==> src/rtl/rxb_pkg.sv <==
package rxb_pkg;
  typedef struct packed {
    logic       ferr;
    logic       b9;
    logic [7:0] data;
  } rx_char_t;

  typedef enum logic [1:0] {S_IDLE, S_START, S_DATA, S_STOP} rx_state_e;
endpackage

==> src/rtl/rxb_frame.sv <==
module rxb_frame
  import rxb_pkg::*;
#(
  parameter int OVS = 16
) (
  input  logic     clk_i,
  input  logic     rst_ni,
  input  logic     run_i,
  input  logic     tick_i,
  input  logic     rx_i,
  input  logic     nine_i,
  output logic     done_o,
  output rx_char_t char_o
);
  localparam int CW = $clog2(OVS);
  localparam logic [CW-1:0] CNT_HALF = CW'(OVS / 2 - 1);
  localparam logic [CW-1:0] CNT_FULL = CW'(OVS - 1);

  rx_state_e     state_q;
  logic [CW-1:0] cnt_q;
  logic [3:0]    bit_q;
  logic [8:0]    sh_q;
  logic [3:0]    last_bit;

  assign last_bit = nine_i ? 4'd8 : 4'd7;

  always_ff @(posedge clk_i or negedge rst_ni) begin
    if (!rst_ni) begin
      state_q <= S_IDLE;
      cnt_q   <= '0;
      bit_q   <= '0;
      sh_q    <= '0;
      done_o  <= 1'b0;
      char_o  <= '0;
    end else begin
      done_o <= 1'b0;
      if (!run_i) begin
        state_q <= S_IDLE;
      end else if (tick_i) begin
        unique case (state_q)
          S_IDLE: if (!rx_i) begin
            state_q <= S_START;
            cnt_q   <= '0;
          end
          S_START: begin
            cnt_q <= cnt_q + 1'b1;
            if (cnt_q == CNT_HALF) begin
              // confirm start at its centre, else treat as glitch
              state_q <= rx_i ? S_IDLE : S_DATA;
              cnt_q   <= '0;
              bit_q   <= '0;
            end
          end
          S_DATA: begin
            cnt_q <= cnt_q + 1'b1;
            if (cnt_q == CNT_FULL) begin
              cnt_q <= '0;
              sh_q  <= {rx_i, sh_q[8:1]};
              bit_q <= bit_q + 1'b1;
              if (bit_q == last_bit) state_q <= S_STOP;
            end
          end
          S_STOP: begin
            cnt_q <= cnt_q + 1'b1;
            if (cnt_q == CNT_FULL) begin
              state_q     <= S_IDLE;
              done_o      <= 1'b1;
              char_o.ferr <= ~rx_i;
              char_o.b9   <= nine_i & sh_q[8];
              char_o.data <= nine_i ? sh_q[7:0] : sh_q[8:1];
            end
          end
          default: state_q <= S_IDLE;
        endcase
      end
    end
  end
endmodule

==> src/rtl/rxb_fifo.sv <==
module rxb_fifo
  import rxb_pkg::*;
#(
  parameter int DEPTH = 2,
  localparam int PW = (DEPTH > 1) ? $clog2(DEPTH) : 1,
  localparam int CNT_W = $clog2(DEPTH + 1)
) (
  input  logic             clk_i,
  input  logic             rst_ni,
  input  logic             push_i,
  input  logic             pop_i,
  input  rx_char_t         din_i,
  output rx_char_t         dout_o,
  output logic [CNT_W-1:0] count_o,
  output logic             full_o,
  output logic             empty_o
);
  rx_char_t      mem_q [DEPTH];
  logic [PW-1:0] wr_q, rd_q;

  function automatic logic [PW-1:0] nxt(input logic [PW-1:0] p);
    return (p == PW'(DEPTH - 1)) ? '0 : p + 1'b1;
  endfunction

  assign full_o  = (count_o == CNT_W'(DEPTH));
  assign empty_o = (count_o == '0);
  assign dout_o  = mem_q[rd_q];

  always_ff @(posedge clk_i or negedge rst_ni) begin
    if (!rst_ni) begin
      wr_q    <= '0;
      rd_q    <= '0;
      count_o <= '0;
      for (int i = 0; i < DEPTH; i++) mem_q[i] <= '0;
    end else begin
      if (push_i) begin
        mem_q[wr_q] <= din_i;
        wr_q        <= nxt(wr_q);
      end
      if (pop_i) rd_q <= nxt(rd_q);
      count_o <= count_o + CNT_W'(push_i) - CNT_W'(pop_i);
    end
  end
endmodule

==> src/rtl/rxb_top.sv <==
module rxb_top
  import rxb_pkg::*;
#(
  parameter int OVS   = 16,
  parameter int DEPTH = 2,
  localparam int CNT_W = $clog2(DEPTH + 1)
) (
  input  logic       clk_i,
  input  logic       rst_ni,
  input  logic       rx_i,
  input  logic       tick_i,
  input  logic       en_i,
  input  logic       nine_bit_i,
  input  logic       addr_det_i,
  input  logic       rd_i,
  output logic [7:0] data_o,
  output logic       bit9_o,
  output logic       frame_err_o,
  output logic       overrun_o,
  output logic       avail_o
);
  logic [1:0]       rx_sync_q;
  logic             ovr_q, done, accept, push, pop, full, empty;
  rx_char_t         frm_char, head;
  logic [CNT_W-1:0] fifo_cnt;

  always_ff @(posedge clk_i or negedge rst_ni) begin
    if (!rst_ni) rx_sync_q <= 2'b11;
    else         rx_sync_q <= {rx_sync_q[0], rx_i};
  end

  rxb_frame #(.OVS(OVS)) u_frame (
    .clk_i  (clk_i),
    .rst_ni (rst_ni),
    .run_i  (en_i & ~ovr_q),
    .tick_i (tick_i),
    .rx_i   (rx_sync_q[1]),
    .nine_i (nine_bit_i),
    .done_o (done),
    .char_o (frm_char)
  );

  // address filter: in 9-bit address mode drop frames with ninth bit clear
  assign accept = done & ~(nine_bit_i & addr_det_i & ~frm_char.b9);
  assign push   = accept & ~full;
  assign pop    = rd_i & ~empty;

  always_ff @(posedge clk_i or negedge rst_ni) begin
    if (!rst_ni)        ovr_q <= 1'b0;
    else if (!en_i)     ovr_q <= 1'b0;
    else if (accept && full) ovr_q <= 1'b1;
  end

  rxb_fifo #(.DEPTH(DEPTH)) u_fifo (
    .clk_i   (clk_i),
    .rst_ni  (rst_ni),
    .push_i  (push),
    .pop_i   (pop),
    .din_i   (frm_char),
    .dout_o  (head),
    .count_o (fifo_cnt),
    .full_o  (full),
    .empty_o (empty)
  );

  assign data_o      = head.data;
  assign bit9_o      = head.b9;
  assign frame_err_o = head.ferr;
  assign overrun_o   = ovr_q;
  assign avail_o     = ~empty;
endmodule

==> config.mk <==
export PLATFORM = sky130hd
export DESIGN_NAME = rxb_top
export DESIGN_NICKNAME = d
export VERILOG_FILES = /design/src/rtl/rxb_pkg.sv /design/src/rtl/rxb_frame.sv /design/src/rtl/rxb_fifo.sv /design/src/rtl/rxb_top.sv
export SDC_FILE = /design/constraint.sdc
export NUM_CORES = 1
export LEC_CHECK = 0
export BUFFER_PORTS_ARGS = -buffer_cell sky130_fd_sc_hd__buf_2
export CAP_MARGIN = 20
export CORE_MARGIN = 2
export CORE_UTILIZATION = 60
export CTS_BUF_LIST = sky130_fd_sc_hd__clkbuf_4 sky130_fd_sc_hd__clkbuf_8
export DETAILED_ROUTE_END_ITERATION = 10
export PLACE_DENSITY_LB_ADDON = 0.05
export SYNTH_ARGS = -nofsm -noshare
export SYNTH_HDL_FRONTEND = slang
export SYNTH_SLANG_ARGS = --single-unit
==> constraint.sdc <==
create_clock -name clk_i -period 2.55 [get_ports clk_i]
set_input_delay 0.255 -clock clk_i [delete_from_list [all_inputs] [get_ports clk_i]]
set_output_delay 0.255 -clock clk_i [all_outputs]
set_load 0.05 [all_outputs]
==> metrics.md, run 1 <==
| Metric | Value |
|---|---|
| Switching Fraction | `27.2%` |
| Global Route Usage Sum | `21.8%` |
| Post-synth EDFFs | `0` |
| Max VDD drop | `518 uV` |
| Synth area leader | `dfrtp_1` |
| DRC errors left | `0` |
| Synth warnings | `0` |
| Area Overhead vs Synth | `12.6%` |
| CTS tree | `done` |
| First-pass GRT wire length | `8.45 mm` |
| Yosys reg bits | `57` |
| Ports | `20` |
| Period utilization | `82.9%` |
| Core ar. | `0.00432 mm^2` |
| CTS Hold Bufs | `1` |
| # nets final | `264` |
| Routability cong. | `0.900` |
| CP max FO | `13` |
| Post-CTS Setup Inserts | `0` |
| Final setup violation count | `0` |
| CTS buffer count | `9` |
| Sink Count | `57` |
| Fill count | `319` |
| Largest net degree at the start of global routing | `27` |
| Ys async rst share | `100%` |
| TNS Setup | `0 ps` |
| Part of the power in registers | `51.1%` |
| Clock power frac | `37.8%` |
| CTS H-tree lvls | `3` |
| Post-Syn Area | `0.00268 mm^2` |
| Drt total wl | `4.75 mm` |
| Initial Util | `61.9%` |
| Die area | `0.00501 mm^2` |
| Share of cells above drive strength 1 | `32.9%` |
| Leak | `1.51 nW` |
| Grt total ovfl | `0` |
| Vias in the first global route | `1,836` |
| Worst clock skew | `7.74 ps` |
| WS Path Type | `flip-flop to flip-flop` |
| Fin. Hold Viols | `0` |
| CP Data Arrival Time | `2380 ps` |
| Synth Area per Inst | `12.1 um^2` |
| Top cells by area, synth | `dfrtp_1 51%, mux2_2 16%, ha_1 4.2%` |
| Worst Setup End Kind | `flip-flop` |
| WL/cell | `15.6 um` |
| Post-CTS sizing | `0` |
| Syn nets | `238` |
| Status | `finished, final reports clean` |
| Post-synth cell types | `40` |
| Rows | `24` |
| Startpoint Class | `flip-flop` |
| Actual slew at the worst max-slew pin | `604 ps` |
| Max Buffers Root-to-Sink | `2` |
| Seq/Total Area, Yosys | `53.4%` |
| Placed instance area | `0.00282 mm^2` |
| Routed vias/inst | `5.87` |
| Die width | `70.8 um` |
| Top FF cell, synth | `dfrtp_1` |
| RSZ-0062 raised after global routing | `no` |
| Post-Synthesis Cells | `221` |
| Iteration-0 DRC Markers | `86` |
| Worst Hold Class | `input pin to flip-flop` |
| Final Max Tran Viols | `0` |
| Area share of the largest cell type after synthesis | `51.4%` |
| Pwr per Cell Area | `658 mW/mm^2` |
| Post-DRT Antenna Nets | `0` |
| HPWL Detailed | `3.36 mm` |
| Non-Filler Instances | `304` |
| Chip height | `70.8 um` |
| Root Driver | `clkbuf_8` |
| Initial antenna violation count | `0` |
| NetSw | `0.000539 W` |
| DR pass1 iterations | `4` |
| Relative slew slack | `59.6%` |
| Latest clock arrival within the worst-skew pair | `330 ps` |
| Int Pwr | `0.00144 W` |
| Placed cell count | `287` |
| Final instance area | `0.00301 mm^2` |
| Fin util | `69.7%` |
| Port Buffers | `19` |
| Max Clk Rate | `473 MHz` |
| Antenna diode count | `0` |
| Combinational share of power | `11.1%` |
| Minimum clock period | `2110 ps` |
| Worst EP required | `2820 ps` |
| Overall Power | `0.00198 W` |
| Via Count | `1,784` |
| Max_cap viols | `0` |
| Clk pin slew, worst setup/hold paths | `60 ps` |
power groups by stage:
stage	clock [W]	combinational (W)	sequential, W
after CTS	0.000765	0.000224	0.00101
after global routing	0.000803	0.000244	0.00102
after floorplan	0	0.000191	0.000986
after detailed placement	0	0.000222	0.00103
final	0.000750	0.000220	0.00101
after global placement	0	0.000209	0.00102
worst paths after layout:
| path | start | end | slack (ps) | cells past startpoint |
|---|---|---|---|---|
| worst min register to register | rx_sync_q[0]$_DFF_PN1_ | rx_sync_q[1]$_DFF_PN1_ | 360 | 0 |
| worst max-delay path | u_frame.state_q[0]$_DFFE_PN0P_ | u_frame.cnt_q[3]$_DFFE_PN0P_ | 440 | 6 |
| worst max register to register | u_frame.state_q[0]$_DFFE_PN0P_ | u_frame.cnt_q[3]$_DFFE_PN0P_ | 440 | 6 |
| worst min-delay path | rx_i | rx_sync_q[0]$_DFF_PN1_ | 20 | 1 |
| min in group asynchronous | rst_ni | u_fifo.count_o[1]$_DFF_PN0_ | 310 | 2 |
| max in group asynchronous | rst_ni | rx_sync_q[0]$_DFF_PN1_ | 1600 | 3 |
worst max-delay path, cell delays in order (launching register included):
cell and delay [ps]:
dfrtp_1 420, inv_1 140, ha_1 450, mux2i_1 200
a311o_1 440, nor4_1 270, a211o_1 130
cells in the final DEF (no fill, tap or decap), drive strengths merged, types with 2 or more instances in the layout:
master,n
mux2,39
dfstp,2
clkinv,3
nor3,4
nand3,7
a211o,2
o21ai,19
and2,4
buf,22
nand2,21
clkinvlp,2
xor2,2
xnor2,2
ha,9
mux2i,10
clkbuf,11
or2,2
a21oi,2
nor2,3
dfrtp,55
nand3b,4
inv,6
nand2b,4
routing by layer:
| layer | global-route usage [%] | vias up | part of all wire, % |
|---|---|---|---|
| li1 | - | 848 | - |
| met1 | 27.6 | 887 | 45 |
| met2 | 35.2 | 39 | 48 |
| met3 | 5.84 | 10 | 4.4 |
| met4 | 10.5 | 0 | 1.9 |
| met5 | 0 | - | 0 |
logic make-up after synthesis:
family / Yosys count / share of synthesized area (%)
DFF: 57 / 53.4
buffers and inverters: 14 / 2.20
and+or+nand+nor: 55 / 11.0
muxes: 49 / 20.1
xor gates and xnor gates: 4 / 1.31
adders and majority gates: 9 / 4.21
AOI/OAI and AO/OA: 33 / 7.76
sequential cells by signal, summed over array words and instances, names as in the netlist, 2 cells and up:
| name | count |
|---|---|
| u_frame.char_o | 10 |
| rx_sync_q | 2 |
| u_frame.cnt_q | 4 |
| u_frame.state_q | 2 |
| u_fifo.count_o | 2 |
| u_frame.sh_q | 9 |
| u_frame.bit_q | 4 |
| u_fifo.mem_q | 20 |
final cells by class:
cell class                 instances  area (um^2)  share of cell area [%]
clock buffer                      11          151                    5.02
multi-input combinational        150         1190                    39.4
timing repair buffer              23          128                    4.23
sequential                        57         1430                    47.4
tap                               52         65.1                    2.16
clock inverter                     5         30.0                   0.996
inverter                           6         22.5                   0.747
synthesized netlist by cell type, types with 2 or more instances:
cell type / n
buf_2: 5
mux2_2: 39
inv_1: 6
clkbuf_1: 3
nand2b_1: 4
nor3_1: 4
xnor2_1: 2
a211o_1: 2
ha_1: 9
xor2_1: 2
nand2_1: 20
mux2i_1: 10
dfrtp_1: 55
and2_1: 4
nor2_1: 3
a21oi_1: 2
o21ai_0: 19
nand3_1: 6
dfstp_2: 2
nand3b_1: 4
through the flow:
stage | hold WS (ps) | setup WS, ps
final | 24.6 | 437
after CTS | 7.71 | 483
after global routing | 11.0 | 297
after global placement | 115 | 613
after floorplan | -40.6 | 683
after detailed placement | 127 | 487
Power figures use the tool's default switching activity.
==> run 2: changes to the inputs <==
==> constraint.sdc (replaced) <==
create_clock -name clk_i -period 2 [get_ports clk_i]
set_input_delay 0.2 -clock clk_i [delete_from_list [all_inputs] [get_ports clk_i]]
set_output_delay 0.2 -clock clk_i [all_outputs]
set_load 0.05 [all_outputs]
==> metrics.md, run 2 (synthesized netlist as in run 1, its figures left out) <==
| Metric | Value |
|---|---|
| Sink Count | `57` |
| Status | `finished, final reports clean` |
| Actual slew at the worst max-slew pin | `706 ps` |
| Worst EP required | `2240 ps` |
| Post-place setup slack | `131 ps` |
| Drt total wl | `4.80 mm` |
| Post-CTS Setup Inserts | `0` |
| Top reg by flops | `u_fifo.mem_q` |
| TNS Setup | `0 ps` |
| Port Buffers | `19` |
| Period utilization | `95.3%` |
| Leak | `1.53 nW` |
| Share of cells above drive strength 1 | `33.5%` |
| Ports | `20` |
| Vias in the first global route | `1,807` |
| # nets final | `266` |
| Number of flip-flops in the largest register | `20` |
| Fin worst setup slack | `93.1 ps` |
| Startpoint Class | `flip-flop` |
| Fin Hold WS | `16.0 ps` |
| Grt total ovfl | `0` |
| Iteration-0 DRC Markers | `75` |
| Initial Util | `61.9%` |
| Non-Filler Instances | `306` |
| RSZ-0062 raised after global routing | `no` |
| Max Clk Rate | `524 MHz` |
| CP max FO | `4` |
| Die width | `70.8 um` |
| Post-DRT Antenna Nets | `0` |
| WL/cell | `15.7 um` |
| Die area | `0.00501 mm^2` |
| CTS buffer count | `9` |
| Global Route Usage Sum | `21.0%` |
| Final Max Tran Viols | `0` |
| Most frequent cells in the layout | `55 x dfrtp_1, 39 x mux2_2, 20 x nand2_1` |
| Max VDD drop | `440 uV` |
| CTS H-tree lvls | `3` |
| Root Driver | `clkbuf_8` |
| Fin util | `70.2%` |
| Placed cell count | `289` |
| Initial antenna violation count | `0` |
| Fin. Hold Viols | `0` |
| Max_cap viols | `0` |
| Worst clock skew | `8.95 ps` |
| Minimum clock period | `1910 ps` |
| Max Buffers Root-to-Sink | `2` |
| Relative slew slack | `52.9%` |
| DR pass1 iterations | `4` |
| Core ar. | `0.00432 mm^2` |
| Largest net degree at the start of global routing | `58` |
| Routability cong. | `0.894` |
| Final setup violation count | `0` |
| Commonest non-fill, non-tap cell in the layout | `dfrtp_1` |
| Routed vias/inst | `5.67` |
| HPWL Detailed | `3.26 mm` |
| Post-CTS sizing | `0` |
| Biggest regs | `u_fifo.mem_q: 20 flops, u_frame.char_o: 10 flops, u_frame.sh_q: 9 flops` |
| Rows | `24` |
| Worst Setup End Kind | `flip-flop` |
| Worst Hold Class | `input pin to asynchronous set/reset pin` |
| Fill count | `301` |
| DRC errors left | `0` |
| Clk pin slew, worst setup/hold paths | `70 ps` |
| Antenna diode count | `0` |
| Latest clock arrival within the worst-skew pair | `320 ps` |
| Area Overhead vs Synth | `13.4%` |
| WS Path Type | `flip-flop to flip-flop` |
| First-pass GRT wire length | `8.25 mm` |
| Chip height | `70.8 um` |
| Via Count | `1,735` |
| CP Data Arrival Time | `2150 ps` |
| CTS tree | `done` |
| Pwr per Cell Area | `844 mW/mm^2` |
run 2: final timing paths:
| kind | startpoint | to | slack [ps] | cells after the start |
|---|---|---|---|---|
| worst min-delay path | rst_ni | u_fifo.rd_q$_DFFE_PN0P_ | 20 | 2 |
| worst min register to register | rx_sync_q[0]$_DFF_PN1_ | rx_sync_q[1]$_DFF_PN1_ | 360 | 0 |
| worst max-delay path | u_frame.state_q[0]$_DFFE_PN0P_ | u_frame.state_q[1]$_DFFE_PN0P_ | 90 | 6 |
| max in group asynchronous | rst_ni | u_frame.sh_q[2]$_DFFE_PN0P_ | 1520 | 2 |
| min in group clk_i | en_i | overrun_o$_DFFE_PN0P_ | 100 | 2 |
| worst max register to register | u_frame.state_q[0]$_DFFE_PN0P_ | u_frame.state_q[1]$_DFFE_PN0P_ | 90 | 6 |
run 2: metal layers:
metal / part of all wire [%] / wire length (um) / up-vias / global-route usage (%)
met5: 0 / 0 / - / 0
met4: 1.8 / 88 / 0 / 10.1
met3: 2.9 / 138 / 9 / 5.27
met1: 48 / 2300 / 846 / 28.3
met2: 47 / 2270 / 34 / 32.3
li1: - / - / 846 / -
run 2: layout make-up:
type	count	area, um^2	share of cell area [%]
sequential	57	1430	47.1
multi-input combinational	150	1190	39.2
clock buffer	14	174	5.73
timing repair buffer	25	143	4.70
tap	52	65.1	2.14
inverter	6	22.5	0.742
clock inverter	2	12.5	0.412
run 2: where the power goes:
group / total [W] / internal, W / switching [W]
logic: 0.000284 / 0.000129 / 0.000155
clock network: 0.000990 / 0.000558 / 0.000432
registers: 0.00129 / 0.00120 / 0.0000827
total: 0.00256 / 0.00189 / 0.000670
run 2: what timing repair did:
| item | CTS | global route |
|---|---|---|
| hold endpoints to repair | 1 | 0 |
| setup endpoints to repair | 0 | 0 |
| hold buffers | 1 | 0 |
run 2: metrics by stage:
step / power (W) / cell area, um^2
floorplan: 0.00150 / 2680
global placement: 0.00157 / 2840
CTS: 0.00259 / 3030
finish: 0.00256 / 3030
detailed placement: 0.00159 / 2840
global route: 0.00268 / 3030
run 2: worst max-delay path, stage by stage (launching register included):
cell	delay (ps)
dfrtp_1	400
inv_1	110
ha_1	250
nor3_1	410
a311oi_1	160
a211oi_1	270
mux2i_1	230
==> run 3: changes to the inputs <==
--- a/config.mk
+++ b/config.mk
@@ -8,7 +8,7 @@
 export BUFFER_PORTS_ARGS = -buffer_cell sky130_fd_sc_hd__buf_2
 export CAP_MARGIN = 20
 export CORE_MARGIN = 2
-export CORE_UTILIZATION = 60
+export CORE_UTILIZATION = 59
 export CTS_BUF_LIST = sky130_fd_sc_hd__clkbuf_4 sky130_fd_sc_hd__clkbuf_8
 export DETAILED_ROUTE_END_ITERATION = 10
 export PLACE_DENSITY_LB_ADDON = 0.05
==> metrics.md, run 3 (synthesized netlist as in run 1, its figures left out) <==
| Metric | Value |
|---|---|
| Ports | `20` |
| Worst EP required | `2210 ps` |
| HPWL Detailed | `3.48 mm` |
| Commonest non-fill, non-tap cell in the layout | `dfrtp_1` |
| Worst R2R End | `u_frame.state_q[1]$_DFFE_PN0P_` |
| R2R depth | `6` |
| Minimum clock period | `1860 ps` |
| Vias in the first global route | `1,772` |
| Startpoint Class | `flip-flop` |
| Worst setup path endpoint | `u_frame.state_q[1]$_DFFE_PN0P_` |
| Latest clock arrival within the worst-skew pair | `330 ps` |
| Chip height | `71.4 um` |
| Grt total ovfl | `0` |
| Non-Filler Instances | `307` |
| Clk pin slew, worst setup/hold paths | `60 ps` |
| Via Count | `1,775` |
| Root Driver | `clkbuf_8` |
| Fin. Hold Viols | `0` |
| GR peak layer | `met2` |
| Max Buffers Root-to-Sink | `2` |
| Final Max Tran Viols | `0` |
| Most frequent cells in the layout | `55 x dfrtp_1, 39 x mux2_2, 20 x nand2_1` |
| Placed cell count | `289` |
| Leak | `1.55 nW` |
| Final setup violation count | `0` |
| Post-DRT Antenna Nets | `0` |
| Sink Count | `57` |
| Relative slew slack | `67.7%` |
| Global Route Usage Sum | `21.5%` |
| Initial Util | `61.5%` |
| WS Path Type | `flip-flop to flip-flop` |
| Die area | `0.00509 mm^2` |
| Max VDD drop | `628 uV` |
| Die width | `71.4 um` |
| Worst path cell trace | `inv_1 > ha_1 > and4b_1 > a311oi_1 > a211oi_1 > mux2i_1` |
| Biggest regs | `u_fifo.mem_q: 20 flops, u_frame.char_o: 10 flops, u_frame.sh_q: 9 flops` |
| Core ar. | `0.00435 mm^2` |
| Worst Hold Class | `input pin to flip-flop` |
| CTS H-tree lvls | `3` |
| Top reg by flops | `u_fifo.mem_q` |
| DR pass1 iterations | `4` |
| First-pass GRT wire length | `8.28 mm` |
| Port Buffers | `19` |
| GR Util met2 | `34.1%` |
| Actual slew at the worst max-slew pin | `481 ps` |
| Worst Setup End Kind | `flip-flop` |
| Iteration-0 DRC Markers | `63` |
| CP max FO | `5` |
| Post-CTS Setup Inserts | `0` |
| Slowest stage delay, CP | `450 ps` |
| Reg-to-reg slack, setup | `140 ps` |
| DRC errors left | `0` |
| Worst clock skew | `7.08 ps` |
| Met1 GRT Util | `27.3%` |
| TNS Setup | `0 ps` |
| Period utilization | `92.9%` |
| WL/cell | `15.9 um` |
| Routed vias/inst | `5.78` |
| GRT met3 Usage | `6.19%` |
| CTS tree | `done` |
| RSZ-0062 raised after global routing | `no` |
| Antenna diode count | `0` |
| Share of cells above drive strength 1 | `33.7%` |
| CTS buffer count | `9` |
| CP Data Arrival Time | `2060 ps` |
| Max_cap viols | `0` |
| Max Clk Rate | `538 MHz` |
| Area Overhead vs Synth | `15.4%` |
| Routability cong. | `0.867` |
| Initial antenna violation count | `0` |
| Drt total wl | `4.89 mm` |
| Critical path origin | `u_frame.state_q[1]$_DFFE_PN0P_` |
| Pwr per Cell Area | `883 mW/mm^2` |
| R2r startpoint | `u_frame.state_q[1]$_DFFE_PN0P_` |
| Number of flip-flops in the largest register | `20` |
| Largest net degree at the start of global routing | `43` |
| Rows | `24` |
| Status | `finished, final reports clean` |
| CP max-delay cell | `a311oi_1` |
| # nets final | `267` |
==> run 3: changes by cell type in the layout (fill, tap and decap cells not counted) <==
cell and change:
buf_12 +1, buf_4 -1, bufinv_16 +2, clkbuf_4 -2, clkbuf_8 -2, clkinv_2 +2
dlygate4sd3_1 +1, nor3_1 -1, nor3_2 +1
==> run 3: routing by layer <==
metal  wire (um)  up-vias
met2        2390       41
met5           0        -
met3         217        9
met4          84        0
li1            -      851
met1        2200      874
==> run 3: final cells by class <==
class / instances / area (um^2)
multi-input combinational: 150 / 1190
fill: 303 / 1260
sequential: 57 / 1430
tap: 52 / 65.1
clock buffer: 10 / 131
timing repair buffer: 26 / 165
inverter: 6 / 22.5
clock inverter: 6 / 82.6
==> run 3: how the worst min path moves through the flow <==
stage	cells past startpoint	slack, ps	end	startpoint
6_report	2	100	overrun_o$_DFFE_PN0P_	en_i
3_5_place_dp	1	150	u_fifo.rd_q$_DFFE_PN0P_	rst_ni
3_3_place_gp	1	140	u_fifo.rd_q$_DFFE_PN0P_	rst_ni
2_1_floorplan	0	-100	overrun_o$_DFFE_PN0P_	rst_ni
4_1_cts	2	90	overrun_o$_DFFE_PN0P_	en_i
5_1_grt	2	80	overrun_o$_DFFE_PN0P_	en_i
==> run 3: critical path: cells and delay by family, from the launching register on <==
| kind | cells | cell delay, ps |
|---|---|---|
| buffers and inverters | 1 | 120 |
| adders and majority gates | 1 | 260 |
| muxes | 1 | 150 |
| and+or+nand+nor | 1 | 230 |
| AOI/OAI and AO/OA | 2 | 570 |
| DFF | 1 | 410 |
==> run 3: per-stage QoR <==
stage                     setup slack (ps)  power (W)  area, um^2  utilization [%]  hold WS (ps)
after floorplan                        133    0.00150        2680                -         -95.6
after global placement                 301    0.00157        2850             65.5           144
after detailed placement               152    0.00159        2850             65.5           148
after CTS                              141    0.00276        3080             70.8          90.8
after global routing                  21.6    0.00285        3090             70.9          84.2
final                                  143    0.00273        3090             70.9           101
==> run 3: timing repair <==
item / 4_1_cts / 5_1_grt
hold endpoints to repair: 16 / 0
setup endpoints to repair: 0 / 1
hold buffers: 2 / 0
gates resized for setup: 0 / 1
==> run 3: power breakdown <==
part           internal (W)  switching [W]  leakage, nW  total (W)
Clock              0.000708       0.000449        0.109    0.00116
Combinational      0.000131       0.000151        0.661   0.000283
Sequential          0.00120      0.0000847        0.781    0.00129
Total               0.00204       0.000685         1.55    0.00273
